## src/rtl/tmr16_pkg.sv

```systemverilog
package tmr16_pkg;

    localparam int BYTE_W = 8;
    localparam int ADDR_W = 4;
    localparam int CNT_W  = 16;
    localparam int CS_W   = 3;
    localparam int MODE_W = 4;
    localparam int PRE_W  = 10;
    localparam int N_SRC  = 2;

    typedef enum logic [ADDR_W-1:0] {
        A_CTLA  = 4'd0,
        A_CTLB  = 4'd1,
        A_CNT_L = 4'd2,
        A_CNT_H = 4'd3,
        A_CMP_L = 4'd4,
        A_CMP_H = 4'd5,
        A_CAP_L = 4'd6,
        A_CAP_H = 4'd7,
        A_FLAG  = 4'd8,
        A_MASK  = 4'd9
    } reg_addr_e;

    localparam int FLG_OVF = 0;
    localparam int FLG_CMP = 1;

    typedef struct packed {
        logic [CNT_W-1:0] top;
        logic             ovf_at_top;
    } top_sel_t;

    // Prescaler tap widths for the divided clock-select codes.
    function automatic int tap_shift(input int idx);
        case (idx)
            0:       return 3;
            1:       return 6;
            2:       return 8;
            default: return 10;
        endcase
    endfunction

    function automatic top_sel_t pick_top(input logic [MODE_W-1:0] mode,
                                          input logic [CNT_W-1:0]  cap);
        top_sel_t r;
        case (mode)
            4'd5:    r = '{top: 16'h00FF, ovf_at_top: 1'b1};
            4'd6:    r = '{top: 16'h01FF, ovf_at_top: 1'b1};
            4'd7:    r = '{top: 16'h03FF, ovf_at_top: 1'b1};
            4'd12:   r = '{top: cap,      ovf_at_top: 1'b0};
            4'd14:   r = '{top: cap,      ovf_at_top: 1'b1};
            default: r = '{top: 16'hFFFF, ovf_at_top: 1'b1};
        endcase
        return r;
    endfunction

endpackage

```

## src/rtl/tmr16_prescale.sv

```systemverilog
module tmr16_prescale
    import tmr16_pkg::*;
#(
    parameter int PW = PRE_W,
    parameter int SW = CS_W
) (
    input  logic          clk,
    input  logic          rst_n,
    input  logic [SW-1:0] cs_i,
    output logic          step_o
);

    localparam int N_TAP = 4;

    typedef struct packed {
        logic [PW-1:0] pre;
    } pre_st_t;

    pre_st_t          s_q, s_d;
    logic [N_TAP-1:0] tap_hit;

    generate
        for (genvar gi = 0; gi < N_TAP; gi++) begin : g_tap
            localparam int SH = tap_shift(gi);
            assign tap_hit[gi] = &s_q.pre[SH-1:0];
        end
    endgenerate

    always_comb begin
        s_d     = s_q;
        s_d.pre = s_q.pre + 1'b1;
        case (cs_i)
            SW'(1):  step_o = 1'b1;
            SW'(2):  step_o = tap_hit[0];
            SW'(3):  step_o = tap_hit[1];
            SW'(4):  step_o = tap_hit[2];
            SW'(5):  step_o = tap_hit[3];
            default: step_o = 1'b0;
        endcase
    end

    always_ff @(posedge clk or negedge rst_n) begin
        if (!rst_n) s_q <= '0;
        else        s_q <= s_d;
    end

    AST_STOPPED_NO_STEP: assert property (@(posedge clk) disable iff (!rst_n)
        (cs_i == SW'(0) || cs_i > SW'(5)) |-> !step_o);
    AST_DIV8_SPACING: assert property (@(posedge clk) disable iff (!rst_n)
        (cs_i == SW'(2) && step_o) ##1 (cs_i == SW'(2)) |-> !step_o);

endmodule

```

## src/rtl/tmr16_count.sv

```systemverilog
module tmr16_count
    import tmr16_pkg::*;
#(
    parameter int CW = CNT_W,
    parameter int BW = BYTE_W
) (
    input  logic          clk,
    input  logic          rst_n,
    input  logic          step_i,
    input  logic [CW-1:0] top_i,
    input  logic          ovf_at_top_i,
    input  logic [CW-1:0] cmp_i,
    input  logic          wr_lo_i,
    input  logic          wr_hi_i,
    input  logic [BW-1:0] wdata_i,
    output logic [CW-1:0] count_o,
    output logic          ovf_evt_o,
    output logic          cmp_evt_o
);

    localparam int HI_W = CW - BW;

    typedef struct packed {
        logic [CW-1:0] count;
    } cnt_st_t;

    cnt_st_t       s_q, s_d;
    logic [CW-1:0] stepped;
    logic          at_top;

    always_comb begin
        s_d       = s_q;
        at_top    = (s_q.count == top_i);
        stepped   = at_top ? '0 : s_q.count + 1'b1;
        ovf_evt_o = step_i && ((&s_q.count) || (at_top && ovf_at_top_i));
        cmp_evt_o = step_i && (stepped == cmp_i);
        if (step_i) s_d.count = stepped;
        if (wr_lo_i) s_d.count = {s_q.count[CW-1:BW], wdata_i};
        if (wr_hi_i) s_d.count = {wdata_i[HI_W-1:0], s_q.count[BW-1:0]};
    end

    always_ff @(posedge clk or negedge rst_n) begin
        if (!rst_n) s_q <= '0;
        else        s_q <= s_d;
    end

    assign count_o = s_q.count;

    AST_STEP_BY_ONE: assert property (@(posedge clk) disable iff (!rst_n)
        (step_i && !wr_lo_i && !wr_hi_i && count_o != top_i)
        |=> (count_o == CW'($past(count_o) + 1'b1)));
    AST_WRAP_AT_TOP: assert property (@(posedge clk) disable iff (!rst_n)
        (step_i && !wr_lo_i && !wr_hi_i && count_o == top_i) |=> (count_o == '0));
    AST_IDLE_HOLDS: assert property (@(posedge clk) disable iff (!rst_n)
        (!step_i && !wr_lo_i && !wr_hi_i) |=> $stable(count_o));
    AST_WRITE_BEATS_STEP: assert property (@(posedge clk) disable iff (!rst_n)
        (wr_lo_i && !wr_hi_i) |=> (count_o[BW-1:0] == $past(wdata_i)));

endmodule

```

## src/rtl/tmr16_irq.sv

```systemverilog
module tmr16_irq
    import tmr16_pkg::*;
#(
    parameter int NS   = N_SRC,
    parameter int ID_W = (NS > 1) ? $clog2(NS) : 1
) (
    input  logic            clk,
    input  logic            rst_n,
    input  logic [NS-1:0]   evt_i,
    input  logic            wr_flag_i,
    input  logic            wr_mask_i,
    input  logic [NS-1:0]   wdata_i,
    input  logic            gie_i,
    input  logic            ack_i,
    output logic [NS-1:0]   flags_o,
    output logic [NS-1:0]   mask_o,
    output logic            irq_req_o,
    output logic [ID_W-1:0] irq_id_o
);

    typedef struct packed {
        logic [NS-1:0] flags;
        logic [NS-1:0] mask;
    } irq_st_t;

    irq_st_t       s_q, s_d;
    logic [NS-1:0] pend;
    logic [NS-1:0] clr;

    always_comb begin
        s_d       = s_q;
        pend      = gie_i ? (s_q.flags & s_q.mask) : '0;
        irq_req_o = |pend;
        irq_id_o  = '0;
        for (int i = 0; i < NS; i++) begin
            if (pend[i]) irq_id_o = ID_W'(i);
        end
        clr = wr_flag_i ? wdata_i : '0;
        if (ack_i && irq_req_o) clr[irq_id_o] = 1'b1;
        s_d.flags = (s_q.flags & ~clr) | evt_i;
        if (wr_mask_i) s_d.mask = wdata_i;
    end

    always_ff @(posedge clk or negedge rst_n) begin
        if (!rst_n) s_q <= '0;
        else        s_q <= s_d;
    end

    assign flags_o = s_q.flags;
    assign mask_o  = s_q.mask;

    AST_REQ_NEEDS_GIE: assert property (@(posedge clk) disable iff (!rst_n)
        irq_req_o |-> gie_i);
    AST_ID_IS_PENDING: assert property (@(posedge clk) disable iff (!rst_n)
        irq_req_o |-> (flags_o[irq_id_o] && mask_o[irq_id_o]));
    AST_ACK_CLEARS_FLAG: assert property (@(posedge clk) disable iff (!rst_n)
        (ack_i && irq_req_o && !evt_i[irq_id_o]) |=> !flags_o[$past(irq_id_o)]);
    AST_FLAGS_QUIET: assert property (@(posedge clk) disable iff (!rst_n)
        (!wr_flag_i && !ack_i && evt_i == '0) |=> $stable(flags_o));

endmodule

```

## src/rtl/tmr16_unit.sv

```systemverilog
module tmr16_unit
    import tmr16_pkg::*;
(
    input  logic              clk,
    input  logic              rst_n,
    input  logic              bus_wr,
    input  logic [ADDR_W-1:0] bus_addr,
    input  logic [BYTE_W-1:0] bus_wdata,
    output logic [BYTE_W-1:0] bus_rdata,
    input  logic              gie,
    input  logic              irq_ack,
    output logic              irq_req,
    output logic              irq_id
);

    typedef struct packed {
        logic [1:0]       wgm_lo;
        logic [1:0]       wgm_hi;
        logic [CS_W-1:0]  cs;
        logic [CNT_W-1:0] cmp;
        logic [CNT_W-1:0] cap;
    } cfg_t;

    cfg_t              c_q, c_d;
    logic [MODE_W-1:0] mode;
    top_sel_t          tsel;
    logic              step;
    logic [CNT_W-1:0]  count;
    logic              ovf_evt, cmp_evt;
    logic [N_SRC-1:0]  flags, mask;

    function automatic logic hit(input reg_addr_e a);
        return bus_wr && (bus_addr == a);
    endfunction

    always_comb begin
        c_d = c_q;
        if (hit(A_CTLA)) c_d.wgm_lo = bus_wdata[1:0];
        if (hit(A_CTLB)) begin
            c_d.wgm_hi = bus_wdata[4:3];
            c_d.cs     = bus_wdata[CS_W-1:0];
        end
        if (hit(A_CMP_L)) c_d.cmp[7:0]  = bus_wdata;
        if (hit(A_CMP_H)) c_d.cmp[15:8] = bus_wdata;
        if (hit(A_CAP_L)) c_d.cap[7:0]  = bus_wdata;
        if (hit(A_CAP_H)) c_d.cap[15:8] = bus_wdata;
        mode = {c_q.wgm_hi, c_q.wgm_lo};
        tsel = pick_top(mode, c_q.cap);
    end

    always_ff @(posedge clk or negedge rst_n) begin
        if (!rst_n) c_q <= '0;
        else        c_q <= c_d;
    end

    always_comb begin
        case (bus_addr)
            A_CTLA:  bus_rdata = {6'b0, c_q.wgm_lo};
            A_CTLB:  bus_rdata = {3'b0, c_q.wgm_hi, c_q.cs};
            A_CNT_L: bus_rdata = count[7:0];
            A_CNT_H: bus_rdata = count[15:8];
            A_CMP_L: bus_rdata = c_q.cmp[7:0];
            A_CMP_H: bus_rdata = c_q.cmp[15:8];
            A_CAP_L: bus_rdata = c_q.cap[7:0];
            A_CAP_H: bus_rdata = c_q.cap[15:8];
            A_FLAG:  bus_rdata = BYTE_W'(flags);
            A_MASK:  bus_rdata = BYTE_W'(mask);
            default: bus_rdata = '0;
        endcase
    end

    tmr16_prescale #(.PW(PRE_W), .SW(CS_W)) u_pre (
        .clk    (clk),
        .rst_n  (rst_n),
        .cs_i   (c_q.cs),
        .step_o (step)
    );

    tmr16_count #(.CW(CNT_W), .BW(BYTE_W)) u_cnt (
        .clk          (clk),
        .rst_n        (rst_n),
        .step_i       (step),
        .top_i        (tsel.top),
        .ovf_at_top_i (tsel.ovf_at_top),
        .cmp_i        (c_q.cmp),
        .wr_lo_i      (hit(A_CNT_L)),
        .wr_hi_i      (hit(A_CNT_H)),
        .wdata_i      (bus_wdata),
        .count_o      (count),
        .ovf_evt_o    (ovf_evt),
        .cmp_evt_o    (cmp_evt)
    );

    tmr16_irq #(.NS(N_SRC), .ID_W(1)) u_irq (
        .clk       (clk),
        .rst_n     (rst_n),
        .evt_i     ({cmp_evt, ovf_evt}),
        .wr_flag_i (hit(A_FLAG)),
        .wr_mask_i (hit(A_MASK)),
        .wdata_i   (bus_wdata[N_SRC-1:0]),
        .gie_i     (gie),
        .ack_i     (irq_ack),
        .flags_o   (flags),
        .mask_o    (mask),
        .irq_req_o (irq_req),
        .irq_id_o  (irq_id)
    );

    AST_MODE12_NO_OVF: assert property (@(posedge clk) disable iff (!rst_n)
        (mode == 4'd12 && step && count == c_q.cap && !(&count) && !cmp_evt
         && !bus_wr && !irq_ack) |=> $stable(flags));

endmodule

```

## config.mk

```make
export PLATFORM = sky130hd
export DESIGN_NAME = tmr16_unit
export DESIGN_NICKNAME = d
export VERILOG_FILES = /design/src/rtl/tmr16_pkg.sv /design/src/rtl/tmr16_prescale.sv /design/src/rtl/tmr16_count.sv /design/src/rtl/tmr16_irq.sv /design/src/rtl/tmr16_unit.sv
export SDC_FILE = /design/constraint.sdc
export NUM_CORES = 1
export LEC_CHECK = 0
export BUFFER_PORTS_ARGS = -buffer_cell sky130_fd_sc_hd__clkbuf_2
export CORE_MARGIN = 2
export CORE_UTILIZATION = 50
export DETAILED_ROUTE_END_ITERATION = 8
export GPL_TIMING_DRIVEN = 0
export PLACE_DENSITY = 0.67
export SLEW_MARGIN = 30
export SYNTH_ARGS = -nofsm -noshare
export SYNTH_HDL_FRONTEND = slang
export SYNTH_HIERARCHICAL = 1
export SYNTH_SLANG_ARGS = --single-unit
```

## constraint.sdc

```tcl
create_clock -name clk -period 5.89 [get_ports clk]
set_clock_uncertainty 0.15 [all_clocks]
set_input_delay 1.767 -clock clk [delete_from_list [all_inputs] [get_ports clk]]
set_output_delay 1.767 -clock clk [all_outputs]
set_load 0.05 [all_outputs]
```

-- Word-level counts from Yosys, hierarchy flattened
Cells that the tools add are included.
- reduce and logical (&&, ||, !) cells: 27
- bitwise operators: 6
- magnitude comparators: 2
- mux-type cells: 13
- add/sub/neg operators: 2
- equal/unequal tests: 22
- operator list (kind ; number):
    $pmux 17 s5 ; 1
    $pmux 8 s10 ; 1
    $mux 16 ; 4
    $eq 16x16->1 ; 2
    $eq 4x3->1 const B ; 7
    $add 16x1->16 const B ; 1
    $eq 4x4->1 const B ; 4
    $reduce_and 16->1 ; 1
    $logic_and 1x1->1 ; 15
    $add 10x1->10 const B ; 1
    $reduce_and 10->1 ; 1
    $eq 4x2->1 const B ; 2
    $reduce_and 8->1 ; 1
    $eq 3x2->1 const B ; 2
    $eq 3x3->1 const B ; 2
    $mux 2 ; 3
    $reduce_and 6->1 ; 1
    $pmux 1 s5 ; 1
    $and 2x2->2 ; 2
    $eq 4x1->1 const B ; 1
    $logic_not 4->1 ; 1
    $or 2x2->2 ; 2
    $reduce_and 2->1 ; 2
    $reduce_bool 2->1 ; 2
    11 further kinds ; 12
- flip-flop bits (word level): 69
- word-level logic and storage cells: 84

-- Depth between registers and ports, before layout
Gate-level depths: netlist of the first run.
- word-level depth: 12
- gate-level depth with buffers: 14
- mapped depth without buffers: 11

-- Modules after synthesis
The synthesis of the first run kept the hierarchy.
- by module, submodules not included (module ; times used ; area each (um^2) ; cells each):
    tmr16_unit ; 1 ; 2308.5 ; 209
    tmr16_count ; 1 ; 1901.8 ; 250
    tmr16_prescale ; 1 ; 465.4 ; 39
    tmr16_irq ; 1 ; 195.2 ; 17

-- Worst setup path before layout of the first run
Ideal clock, no wire load.
- kind: in2out
- from: input port bus_addr[2]
- to: output port bus_rdata[5]
- arrival time: 3557 ps
- required time: 3973 ps
- setup slack: 416 ps
- stages on the path: 5
- cells stage by stage: buf_4 > buf_6 > nor2b_1 > a221oi_1 > o32ai_1
- cells in the longest elaborated chain, start to end: 2
- RTL lines (item ; line ; RTL):
    from (decl) ; tmr16_unit.sv:7 ; input logic [ADDR_W-1:0] bus_addr,
    $eq 4x4->1, or another cell as far along ; tmr16_unit.sv:57 ; case (bus_addr)
    $pmux 8 s10 * ; tmr16_unit.sv:57 ;
    to (decl) ; tmr16_unit.sv:9 ; output logic [BYTE_W-1:0] bus_rdata,
Mark *: on every way between the ends. The rest lies on a longest branch, timed or not.

-- Worst setup path in the final report of the first run
- from: input port bus_addr[0]
- to: output port bus_rdata[3]
Same word-level chain as after synthesis.

==> results by group, run 1 <==
Die
  – Die Ht: around 100 um
  – Core box area: approximately 0.0096 mm2
  – Rows: 36
  – DIE AREA: between 0.01 and 0.015 mm2
  – Initial Utilization: just over 50%
  – IO Count: 27
  – Width of the chip: a little over 100 um

Synth
  – Top_reg_cell synth: dfrtp_1
  – Share of async-settable or async-resettable flops after synthesis: 100%
  – Synth warn: 6
  – Top cells by area, synth: dfrtp_1 (35%), mux2_2 (9.9%), xnor2_1 (6.5%)
  – Count of mapped cells out of synthesis: about 520
  – Synthesized area: approximately 0.0049 mm2
  – Post-synthesis register bit count: 69
  – Sequential area share after synthesis: a little over a third
  – Top cell type by total area after synthesis: dfrtp_1
  – Syn_area_per_cell: 9.46 um2
  – Netlist cell types: 70
  – Number of enable flip-flop cells after synthesis: 0
  – Post-Syn Nets: approximately 540
  – Post-synth top area share: 35.4%

Critical path
  – Max FO, Critical Path: 10
  – Critical path startpoint category: primary input
  – Crit path DAT: 3230 ps
  – Kind of critical path: primary input to output port
  – Endpoint class of the critical path: output port
  – Worst EP required: 3970 ps

STA
  – RSZ-0062 raised after global routing: false
  – Final Critical Period: around 5100 ps
  – Pin slew with the least headroom to its limit: around 680 ps
  – Final Cycle Share: around 87%
  – Setup_tns: 0 ps
  – Endpoints failing hold: 0
  – Setup violators final: 0
  – Hold slack: roughly 330 ps
  – Max Freq: slightly below 200 MHz
  – Relative slew margins: ~54%
  – Setup ws final: about 750 ps
  – Slew Limit Fails: 0

Routing
  – Drt wl/cell: approximately 21 um
  – Final wirelength: around 14000 um
  – Iter 0 DRT Violations: about 390
  – First drt pass iteration count: 5
  – Vias: approximately 4300
  – Remaining antenna violation count: 0
  – Post-DR vias/cell: between 6 and 7
  – Post-route DRC: 0

Global route
  – First-pass GRT wire length: ~22000 um
  – GR Util All Layers: about 29%
  – Pin count of the biggest net entering global routing: 41
  – Grt ovf: 0
  – Vias in the first global route: between 4000 and 5000
  – Initial antenna violation count: 0

Placement
  – Placer Congestion: between 0.9 and 1
  – Number of port buffers: 24
  – Place WS: between 700 and 800 ps
  – Inst Count DP: 673
  – Cell area after placement: around 0.0052 mm2
  – Dpl hpwl: about 11000 um

CTS
  – Hold-fix buffers, CTS: 0
  – CTS buffer count: 9
  – CTS H-tree depth: 3
  – Post-CTS sizing: 0
  – Setup bufs post-CTS: 0
  – Clock Tree Root: clkbuf_8
  – Reg clk slew, reported paths: 80 ps
  – Clock Latency Late Sink: about 360 ps
  – CTS tree: yes
  – Max Buffers Root-to-Sink: 2
  – CTS sink cnt: 69

Finish
  – # nets final: between 500 and 600
  – Share of layout cells above drive strength 1: approximately a quarter
  – Syn-to-layout area delta: 10.9%
  – Finished Layout Cells: ~690
  – Final instance area: 0.00540 mm2
  – Filler cells: 865
  – Ant. Diodes: 0

Power
  – Maximum VDD drop: roughly 180 uV
  – P_leak: between 0.002 and 0.0025 uW
  – Cell area power density: approximately 360 mW/mm2

Job
  – Max-cap viol count: 0

Min path
  – Worst Hold Class: flop to flop

Status
  – Outcome: completed
[cells in the mapped netlist, drive strengths merged, types with 9 or more instances]
library cell and instances:
dfrtp 69, mux2 44, nor2 39, xnor2 36
nand2 35, o21ai 34, a21oi 28, buf 24
nand3 16, nor2b 16, mux2i 13, nand4 13
inv 12, or2 12, nor3 11, a22oi 9
clkbuf 9, nand2b 9, xor2 9
[power by group]
| part | leakage, uW | internal, uW | switching [uW] | total, uW |
|---|---|---|---|---|
| Combinational | 0.00129 | 326 | 405 | 731 |
| Sequential | 0.000850 | 579 | 161 | 741 |
| Clock | 0.000111 | 243 | 204 | 447 |
[path summary, 6_finish.rpt]
kind / slack [ps] / startpoint / cells past startpoint / endpoint
worst min register to register: 330 / u_pre/s_q[5] / 1 / u_pre/s_q[5]
worst max-delay path: 750 / bus_addr[0] / 7 / bus_rdata[3]
min in group asynchronous: 1230 / rst_n / 1 / u_irq/flags_o[0]
worst min-delay path: 330 / u_pre/s_q[5] / 1 / u_pre/s_q[5]
max in group asynchronous: 3780 / rst_n / 2 / u_cnt/count_o[6]
worst max register to register: 1910 / c_q[37] / 13 / u_irq/flags_o[1]
[state kept, by name, indices dropped and copies added (netlist names)]
name           flops
u_irq/mask_o       2
c_q               39
u_cnt/count_o     16
u_pre/s_q         10
u_irq/flags_o      2
[per-stage QoR]
step	util, %	total power [uW]
floorplan	-	1240
global placement	53.8	1440
detailed placement	54.0	1460
CTS	56.3	1910
global route	56.3	2020
finish	56.3	1920
[area by class of cell]
cell class | count | area (um2) | share of cell area [%]
Multi-Input combinational cell | 401 | 2900 | 53.7
Sequential cell | 69 | 1730 | 32.0
Buffer | 33 | 200 | 3.71
Tap cell | 133 | 166 | 3.08
Timing Repair Buffer | 25 | 143 | 2.64
Clock buffer | 10 | 128 | 2.36
Clock inverter | 6 | 95.1 | 1.76
Inverter | 12 | 45.0 | 0.834
[critical path: stages]
cell	delay [ps]
clkbuf_2	150
buf_6	180
nor2b_2	220
a22oi_1	120
or2_2	280
a31oi_1	190
clkbuf_2	320
[cells by family (layout without fill, tap and decap cells)]
logic type               after synthesis  after routing  synth area share, %
adder cells (fa/ha/maj)                3              3                0.771
flip-flops                            69             69                 35.4
AND/OR/NAND/NOR                      185            185                 22.7
buffers and inverters                 45             86                 5.03
XOR/XNOR                              45             45                 8.09
multiplexers                          59             59                 13.9
AO/OA/AOI/OAI                        109            109                 14.1
[layout by cell type (no fill, tap or decap), drive strengths merged, types with 6 or more instances in the layout]
master  instances
nand3b          6
o21ai          34
dfrtp          69
nor2b          16
or2            12
xnor2          36
nand2b          9
clkbuf         43
mux2i          13
nand2          35
o22ai           6
inv            14
xor2            9
nand3          16
mux2           44
nand4          13
nor3           11
a22oi           9
nor2           39
a21oi          28
buf            25
[layer usage]
layer	track usage, %	part of all wire (%)	up-vias	routed length [um]
li1	-	-	1928	-
met1	40.3	44	2108	6300
met2	44.1	45	213	6430
met3	6.58	8.5	38	1230
met4	9.74	3.1	0	443
met5	0	0	-	0
Power figures use the tool's default switching activity.
==> inputs of run 2 (changes only) <==
--- a/config.mk
+++ b/config.mk
@@ -10,7 +10,7 @@
 export CORE_UTILIZATION = 50
 export DETAILED_ROUTE_END_ITERATION = 8
 export GPL_TIMING_DRIVEN = 0
-export PLACE_DENSITY = 0.67
+export PLACE_DENSITY = 0.73
 export SLEW_MARGIN = 30
 export SYNTH_ARGS = -nofsm -noshare
 export SYNTH_HDL_FRONTEND = slang
==> run 2 against run 1 <==
  * Highest routed layer unchanged
  * Sequential share of layout area grew 0.22 points
  * Setup slack worse by 4.0 ps
  * Maximum frequency hardly changed
  * Non-clock buffer count unchanged
  * First-iteration DRC count up 18%
  * Flip-flop and latch count unchanged
  * Combinational power about the same
==> results by group, run 2 (same netlist as run 1, synthesis figures left out) <==
Global route
  – Vias in the first global route: 4098 (+0.81%)
  – Pin count of the biggest net entering global routing: 37 (-9.8%)
  – First-pass GRT wire length: 22700 um (+1.5%)
  – GR Util All Layers: 29.1% (+0.32 points)
  – Initial antenna violation count: 0 (unchanged)
  – Grt ovf: 0 (unchanged)

Die
  – IO Count: 27 (unchanged)
  – Width of the chip: 103 um (unchanged)
  – Core box area: 0.00959 mm2 (unchanged)
  – Initial Utilization: 50.8% (unchanged)
  – Die Ht: 103 um (unchanged)
  – Rows: 36 (unchanged)
  – DIE AREA: 0.0105 mm2 (unchanged)

Finish
  – Commonest non-fill, non-tap cell in the layout: dfrtp_1
  – Final Core Density: 55.9% (-0.39 points)
  – Share of layout cells above drive strength 1: 25.0% (+0.18 points)
  – Finished Layout Cells: 689 (unchanged)
  – Ant. Diodes: 0 (unchanged)
  – Syn-to-layout area delta: 10.1%
  – # nets final: 571 (unchanged)
  – Max reg flops: 39 (unchanged)
  – Most flops, register: c_q
  – Commonest cells after routing, fill and taps aside: dfrtp_1 (69), mux2_2 (43), xnor2_1 (36), nor2_1 (35), o21ai_0 (34)

STA
  – Final Critical Period: 5150 ps (+4.04 ps)
  – Max Freq: 194 MHz (about the same)
  – Setup violators final: 0 (unchanged)
  – Endpoints failing hold: 0 (unchanged)
  – Pin slew with the least headroom to its limit: 657 ps (-22.1 ps)
  – Setup_tns: 0 ps (unchanged)
  – Slew Limit Fails: 0 (unchanged)
  – Setup ws final: 742 ps (-4.04 ps)
  – Final Cycle Share: 87.4% (about the same)
  – RSZ-0062 raised after global routing: false
  – Relative slew margins: 55.7% (+1.5 points)

Routing
  – First drt pass iteration count: 6 (+1)
  – Final wirelength: 14400 um (+0.24%)
  – Remaining antenna violation count: 0 (unchanged)
  – Drt wl/cell: 21.0 um (+0.24%)
  – Post-DR vias/cell: 6.24 (+0.21%)
  – Iter 0 DRT Violations: 464 (+18%)
  – Post-route DRC: 0 (unchanged)
  – Vias: 4296 (+0.21%)

Min path
  – Worst Hold Class: flop to flop

Power
  – Maximum VDD drop: 252 uV (+37%)
  – Tot Pwr: 1840 uW (-4.0%)
  – Gate power share: 39.8% (+1.7 points)
  – Sw Share: 41.3% (+1.1 points)
  – P_leak: 0.00223 uW (-0.87%)
  – Net Switching: 760 uW (-1.3%)
  – Reg power frac: 40.0% (+1.4 points)
  – Clock power share: 20.1% (-3.2 points)
  – Cell area power density: 343 mW/mm2 (-3.3%)
  – Internal power: 1080 uW (-5.8%)

CTS
  – CTS H-tree depth: 3 (unchanged)
  – Post-CTS sizing: 0 (unchanged)
  – Hold-fix buffers, CTS: 0 (unchanged)
  – Clock Latency Late Sink: 370 ps (about the same)
  – Reg clk slew, reported paths: 80 ps (about the same)
  – CTS sink cnt: 69 (unchanged)
  – Setup bufs post-CTS: 0 (unchanged)
  – CTS tree: yes
  – CTS buffer count: 9 (unchanged)
  – Max Buffers Root-to-Sink: 2 (unchanged)
  – Clock Tree Root: clkbuf_8

Critical path
  – Critical path startpoint category: primary input
  – Endpoint class of the critical path: output port
  – Crit path DAT: 3230 ps (about the same)
  – Max FO, Critical Path: 10 (unchanged)
  – Kind of critical path: primary input to output port
  – Worst EP required: 3970 ps (about the same)

Placement
  – Number of port buffers: 24 (unchanged)
  – Place WS: 793 ps (+33.8 ps)
  – Dpl hpwl: 10600 um (+0.77%)
  – Inst Count DP: 673 (unchanged)
  – Placer Congestion: 0.981 (+8.8%)

Job
  – Max-cap viol count: 0 (unchanged)

Status
  – Outcome: completed
run 2: final timing paths:
kind                              start          endpoint  slack, ps  cells past startpoint
hold reg to reg            u_pre/s_q[9]      u_pre/s_q[9]        320                      1
setup / recovery            bus_addr[0]      bus_rdata[3]        740                      7
hold / removal             u_pre/s_q[9]      u_pre/s_q[9]        320                      1
max in group asynchronous         rst_n           c_q[27]       3790                      2
setup reg to reg                c_q[35]  u_irq/flags_o[1]       2020                     12
min in group asynchronous         rst_n            c_q[1]       1240                      1
run 2: critical path: stages:
cell	delay (ps)
clkbuf_2	150
buf_6	180
nor2b_2	270
a22oi_1	130
or2_2	280
a31oi_1	150
clkbuf_2	300
run 2: final cells by class:
cell class                 instances  area, um2
fill                             877       4230
tap                              133        166
clock inverter                     5       33.8
clock buffer                      11        151
multi-input combinational        401       2900
buffer                            33        200
timing repair buffer              25        143
inverter                          12       45.0
sequential                        69       1730
run 2: power by group through the flow:
stage | Sequential [uW] | Clock [uW] | Combinational (uW)
2_1_floorplan | 672 | 0 | 566
3_3_place_gp | 733 | 0 | 687
3_5_place_dp | 739 | 0 | 714
4_1_cts | 730 | 378 | 717
5_1_grt | 748 | 397 | 796
6_report | 737 | 371 | 734
run 2: routing by layer:
metal | track usage, % | vias up | routed length [um]
met5 | 0 | - | 0
met4 | 14.2 | 0 | 555
met3 | 5.83 | 49 | 1220
met2 | 45.1 | 236 | 6570
met1 | 38.9 | 2075 | 6110
li1 | - | 1936 | -
run 2: metrics by stage:
stage	hold slack [ps]	cell area (um2)
final	324	5370
after global routing	335	5370
after CTS	331	5370
after detailed placement	319	5180
after global placement	313	5160
after floorplan	296	4870
